===== config.mk =====
export PLATFORM = sky130hd
export DESIGN_NAME = smram_gatekeeper
export DESIGN_NICKNAME = d
export VERILOG_FILES = /design/src/rtl/smram_guard_pkg.sv /design/src/rtl/smram_cfg_regs.sv /design/src/rtl/smram_legacy_decode.sv /design/src/rtl/smram_range_check.sv /design/src/rtl/smram_gatekeeper.sv
export SDC_FILE = /design/constraint.sdc
export NUM_CORES = 1
export LEC_CHECK = 0
export ABC_AREA = 1
export CAP_MARGIN = 30
export CORE_AREA = 2 2 96 61
export CTS_BUF_LIST = sky130_fd_sc_hd__clkbuf_16
export CTS_CLUSTER_SIZE = 16
export DETAILED_ROUTE_END_ITERATION = 12
export DIE_AREA = 0 0 98 63
export PLACE_DENSITY = 0.71
export SKIP_CTS_REPAIR_TIMING = 1
export SLEW_MARGIN = 5
export SYNTH_ARGS = -nofsm -noshare
export SYNTH_HDL_FRONTEND = slang
export SYNTH_SLANG_ARGS = --single-unit

===== constraint.sdc =====
create_clock -name clk -period 1 [get_ports clk]
set_input_delay 0.1 -clock clk [delete_from_list [all_inputs] [get_ports clk]]
set_output_delay 0.1 -clock clk [all_outputs]
set_load 0.02 [all_outputs]

===== src/rtl/smram_guard_pkg.sv =====
// Shared constants and the register-select type for the SMRAM access decoder.
package smram_guard_pkg;
    typedef enum logic [1:0] {
        CSEL_CTRL = 2'd0,
        CSEL_BASE = 2'd1,
        CSEL_MASK = 2'd2
    } cfg_sel_e;

    localparam int CTRL_OPEN_BIT  = 0;
    localparam int CTRL_LOCK_BIT  = 1;
    localparam int MASK_VALID_BIT = 11;
    localparam int RANGE_LSB      = 12;

    localparam logic [19:0] LEGACY_LO = 20'hA0000;
    localparam logic [19:0] LEGACY_HI = 20'hBFFFF;
endpackage


===== src/rtl/smram_cfg_regs.sv =====
// Configuration registers: legacy-window control (open, sticky lock) and the
// protected-range base/mask pair.
// Assumes: ADDR_W > 12; writes to select 3 are ignored; the memory-type bits
// of the base word are not stored.
module smram_cfg_regs
    import smram_guard_pkg::*;
#(
    parameter int ADDR_W = 32,
    localparam int RW    = ADDR_W - RANGE_LSB
) (
    input  logic              clk,
    input  logic              rst_n,
    input  logic              cfg_we,
    input  logic [1:0]        cfg_sel,
    input  logic [ADDR_W-1:0] cfg_wdata,
    output logic              open_o,
    output logic              lock_o,
    output logic [RW-1:0]     base_o,
    output logic [RW-1:0]     mask_o,
    output logic              valid_o
);
    // Bits of the write word that no register keeps (memory type, spare).
    wire unused_wbits = ^cfg_wdata[MASK_VALID_BIT-1:CTRL_LOCK_BIT+1];

    // Control register: frozen once lock is set; lock clears only on reset.
    always_ff @(posedge clk) begin
        if (!rst_n) begin
            open_o <= 1'b0;
            lock_o <= 1'b0;
        end else if (cfg_we && cfg_sel_e'(cfg_sel) == CSEL_CTRL && !lock_o) begin
            open_o <= cfg_wdata[CTRL_OPEN_BIT];
            lock_o <= cfg_wdata[CTRL_LOCK_BIT];
        end
    end

    // Range base and mask/valid registers: always writable.
    always_ff @(posedge clk) begin
        if (!rst_n) begin
            base_o  <= '0;
            mask_o  <= '0;
            valid_o <= 1'b0;
        end else if (cfg_we) begin
            case (cfg_sel_e'(cfg_sel))
                CSEL_BASE: base_o <= cfg_wdata[ADDR_W-1:RANGE_LSB];
                CSEL_MASK: begin
                    mask_o  <= cfg_wdata[ADDR_W-1:RANGE_LSB];
                    valid_o <= cfg_wdata[MASK_VALID_BIT];
                end
                default: ;
            endcase
        end
    end
endmodule


===== src/rtl/smram_legacy_decode.sv =====
// Legacy SMM window routing: SMM accesses or an open window go to DRAM;
// closed non-SMM accesses go to the system bus; everything else goes to DRAM.
// Assumes: ADDR_W > 20.
module smram_legacy_decode
    import smram_guard_pkg::*;
#(
    parameter int ADDR_W = 32
) (
    input  logic [ADDR_W-1:0] addr,
    input  logic              smm,
    input  logic              open_en,
    output logic              in_window,
    output logic              to_dram
);
    // Window compare and route choice.
    always_comb begin
        in_window = (addr >= ADDR_W'(LEGACY_LO)) && (addr <= ADDR_W'(LEGACY_HI));
        to_dram   = !in_window || smm || open_en;
    end
endmodule


===== src/rtl/smram_range_check.sv =====
// Base/mask range match over the address bits above the 4 KiB granule.
// Assumes: mask bits set to 1 are compared, bits set to 0 are ignored.
module smram_range_check
    import smram_guard_pkg::*;
#(
    parameter int ADDR_W = 32,
    localparam int RW    = ADDR_W - RANGE_LSB
) (
    input  logic [ADDR_W-1:0] addr,
    input  logic [RW-1:0]     base,
    input  logic [RW-1:0]     mask,
    input  logic              valid,
    output logic              hit
);
    // Below-granule address bits take no part in the match.
    wire unused_low = ^addr[RANGE_LSB-1:0];

    // Masked compare, gated by the valid bit.
    always_comb begin
        hit = valid && ((addr[ADDR_W-1:RANGE_LSB] & mask) == (base & mask));
    end
endmodule


===== src/rtl/smram_gatekeeper.sv =====
// Top level: combines legacy-window routing with protected-range checks,
// produces block, uncacheable and data-handling flags in the request cycle,
// and registers a one-cycle violation pulse.
// Assumes: synchronous active-low reset; outputs other than route_dram are
// qualified by req_valid.
module smram_gatekeeper
    import smram_guard_pkg::*;
#(
    parameter int ADDR_W = 32
) (
    input  logic              clk,
    input  logic              rst_n,
    input  logic              req_valid,
    input  logic              req_write,
    input  logic              req_smm,
    input  logic [ADDR_W-1:0] req_addr,
    input  logic              cfg_we,
    input  logic [1:0]        cfg_sel,
    input  logic [ADDR_W-1:0] cfg_wdata,
    output logic              route_dram,
    output logic              req_blocked,
    output logic              req_uncached,
    output logic              rd_all_ones,
    output logic              wr_discard,
    output logic              viol_pulse
);
    localparam int RW = ADDR_W - RANGE_LSB;

    logic          ctl_open, ctl_lock, rng_valid, rng_hit, win_hit;
    logic [RW-1:0] rng_base, rng_mask;

    smram_cfg_regs #(.ADDR_W(ADDR_W)) regs_i (
        .clk(clk), .rst_n(rst_n), .cfg_we(cfg_we), .cfg_sel(cfg_sel),
        .cfg_wdata(cfg_wdata), .open_o(ctl_open), .lock_o(ctl_lock),
        .base_o(rng_base), .mask_o(rng_mask), .valid_o(rng_valid)
    );

    smram_legacy_decode #(.ADDR_W(ADDR_W)) legacy_i (
        .addr(req_addr), .smm(req_smm), .open_en(ctl_open),
        .in_window(win_hit), .to_dram(route_dram)
    );

    smram_range_check #(.ADDR_W(ADDR_W)) range_i (
        .addr(req_addr), .base(rng_base), .mask(rng_mask),
        .valid(rng_valid), .hit(rng_hit)
    );

    // Per-request protection flags.
    always_comb begin
        req_uncached = req_valid && rng_hit;
        req_blocked  = req_uncached && !req_smm;
        rd_all_ones  = req_blocked && !req_write;
        wr_discard   = req_blocked && req_write;
    end

    // Violation pulse, one cycle after each blocked request.
    always_ff @(posedge clk) begin
        if (!rst_n) viol_pulse <= 1'b0;
        else        viol_pulse <= req_blocked;
    end
endmodule


==> results.yml <==
status:
  status: "finished with violations"
  failed_checks: "setup timing"
timing:
  clock_skew_ps: 5.412
  final-max-slew-violation-count: 0
  layout_setup_ws_ps: -636.1
  hold_violations: 0
  final-setup-viol-count: 6
  clock.fmax_mhz: 611.2
  max-slew-margin-rel: 0.7916
  grt_setup_unrepaired: "true"
  timing.setup.tns_ps: -3028
  finalCritPeriodShare: 1.636
  finalHoldWorstSlack_ps: 250.6
  tightestPinTransition_ps: 311.2
  fin_crit_ps: 1636
floorplan:
  boundaryPins: 78
  floorplan.rows: 21
  start_util: 0.3741
  placeableCoreArea_mm2: 0.005334
  die_width_um: 98
  die_area_mm2: 0.006174
  die_height_um: 63
drt:
  drt.antenna.violating_nets: 0
  first_iter_violations: 108
  route.detailed.vias_per_inst: 4.761
  first_drt_pass_iteration_count: 4
  avgRoutedWirePerCell_um: 12.58
  drc_errors: 0
  drt_wl_total_mm: 5.785
  num_vias: 2190
critical_path:
  arrival_ps: 1540
  worst-path-max-fanout: 4
  timing.critical_path.from_type: "register"
  required_time_of_the_critical_path_ps: 900
  crit_chain: "inv_1, nand2_1, nand3_1, nand2_1, nor2_1, nand2_2, nor2_4, nand3_4, nor2_4, buf_6"
  timing.rr.start: "regs_i.base_o[14]"
  timing.critical_path.slowest_cell_delay_ps: 310
  timing.reg2reg.worst_path_depth: 10
  timing.critical_path.buf_inv: 2
  r2r_slack_ps: -300
  end_of_the_worst_register_to_register_path: "viol_pulse"
  setup.worst_path.class: "register to primary output"
  critical_path.slowest_cell: "sky130_fd_sc_hd__dfxtp_1"
  cp.depth: 10
  cpLargestDelayFamily: "simple AND/OR/NAND/NOR gates"
  worstSetupEndpointType: "primary output"
final_layout:
  postLayoutCoreUtil: 0.6193
  antenna_cells_inserted: 0
  synthToLayoutAreaGrowth_pct: 65.52
  register_area_um2: 897.1
  layout-drive-gt1-share: 0.2992
  finish.net_count: 464
  fin_cells: 460
  multi_input_area_mm2: 0.001070
  layout.filler_cells: 450
power_and_ir_drop:
  p_int_mw: 3.414
  power.sequential.fraction: 0.428
  leakage_nw: 1.507
  power_density_mw_per_mm2: 1346
  combinational_share_of_power: 0.175
  power.switching_mw: 1.032
  switching_fraction_of_total_power: 0.2322
  clock_power_share: 0.397
  ir_worst_vdd_v: 0.0007725
  power.total_mw: 4.446
clock_tree:
  clkTransAtPathRegs_ps: 60
  clock_tree.root_cell: "sky130_fd_sc_hd__clkbuf_16"
  tritoncts_clock_tree: "yes"
  tritoncts.num_buffers: 5
  clock_sink_count: 44
  number_of_h_tree_branching_levels: 2
  clkLatencyLatePin_ps: 280
  clock_path_buffers: 2
place:
  gp_congestion: 0.7922
  port_buffers: 56
  dpl.cell_count: 449
  detailedPlacementHpwl_mm: 4.063
grt:
  grt_antenna_before_repair: 0
  first_global_vias: 1922
  wire_length_of_the_first_global_routing_pass_mm: 8.645
  grt_start_max_net_pins: 44
  grt.total_usage: 0.1724
  gr-total-overflow: 0
logic_synthesis:
  synthesis.area_mm2: 0.001996
  postSynthNetCount: 373
  post_synth_num_cell_types: 19
  postSynthCellCount: 301
  synth-warning-count: 0
  yosysSeqAreaShare: 0.4414
  ys_ff_latch: 44
  post_synth.cell_area_avg_um2: 6.630
hold_path:
  worstHoldEndpoint: "regs_i.lock_o"
  min_from: "cfg_we"
  whs_path_depth: 3
  hp-class: "input port to register"
job:
  cap_violations: 0
## power groups by stage
stage / registers, mW / clock network [mW] / logic (mW)
floorplan: 1.92 / 0 / 0.281
global placement: 1.92 / 0 / 0.666
detailed placement: 1.93 / 0 / 0.677
CTS: 1.89 / 1.80 / 0.683
global route: 1.91 / 1.87 / 0.855
finish: 1.90 / 1.76 / 0.777
## routing by layer
metal | part of all wire | up-vias | track usage
li1 | - | 1135 | -
met1 | 0.45 | 990 | 0.2319
met4 | 0.0059 | 0 | 0.03299
met2 | 0.46 | 60 | 0.2774
met3 | 0.081 | 5 | 0.05034
met5 | 0 | - | 0
## Yosys cell counts, drive strengths merged
| master | instances | area (µm²) |
|---|---|---|
| nor2 | 58 | 222.7 |
| nand2 | 47 | 176.4 |
| inv | 45 | 168.9 |
| dfxtp | 44 | 880.8 |
| o21ai | 43 | 215.2 |
| a21oi | 23 | 115.1 |
| nand3 | 18 | 95.09 |
| clkbuf | 7 | 26.28 |
| buf | 5 | 23.77 |
| nand4 | 4 | 25.02 |
| nor3 | 2 | 10.01 |
| nor4 | 2 | 12.51 |
| nand3b | 1 | 7.510 |
| o211ai | 1 | 7.510 |
| xor2 | 1 | 8.760 |
## worst max-delay path by stage
stage / start / endpoint / slack [ps]
6_report: regs_i.base_o[14] / wr_discard / -640
5_1_grt: regs_i.base_o[9] / wr_discard / -730
4_1_cts: regs_i.base_o[4] / rd_all_ones / -1130
3_5_place_dp: req_addr[23] / rd_all_ones / -1120
3_3_place_gp: req_addr[23] / wr_discard / -1120
2_1_floorplan: regs_i.base_o[1] / rd_all_ones / -170
## registers in the layout, indices dropped and copies added (netlist names)
| name | flops |
|---|---|
| regs_i.base_o | 20 |
| regs_i.mask_o | 20 |
| regs_i.lock_o | 1 |
| regs_i.open_o | 1 |
| regs_i.valid_o | 1 |
| viol_pulse | 1 |
## cells by family after synthesis
kind of cell | share of synthesized area
DFF | 0.4414
buffers and inverters | 0.1097
AOI/OAI and AO/OA | 0.1693
xor gates and xnor gates | 0.004390
and+or+nand+nor | 0.2752
## layout make-up
class / instances / share of cell area
well taps: 69 / 0.02614
multi-input cells: 200 / 0.3239
inverters: 45 / 0.05114
repair buffers: 96 / 0.2803
flip-flops and latches: 44 / 0.2716
clock inverters: 1 / 0.009091
clock buffers: 5 / 0.03788
## metrics by stage
stage,cell area [µm²],setup WS (ps)
2_1_floorplan,2002,-170.8
3_3_place_gp,2887,-1118
3_5_place_dp,2887,-1118
4_1_cts,3042,-1129
5_1_grt,3303,-731.0
6_report,3303,-636.1
## placed cells by master, fill, tap and decap left out, drive strengths merged
master	n
nor2	58
nand2	47
buf	45
inv	45
dfxtp	44
o21ai	43
clkdlybuf4s50	38
a21oi	23
nand3	18
dlymetal6s2s	13
clkbuf	5
nand4	4
nor3	2
nor4	2
o211ai	1
xor2	1
nand3b	1
bufinv	1
## worst reg2reg max path, delay by kind of cell (launching register included)
kind / cells / cell delay [ps]
flip-flops: 1 / 310
AND/OR/NAND/NOR: 8 / 700
buffers and inverters: 2 / 230
Note: power is estimated with default switching activity, not from simulation.
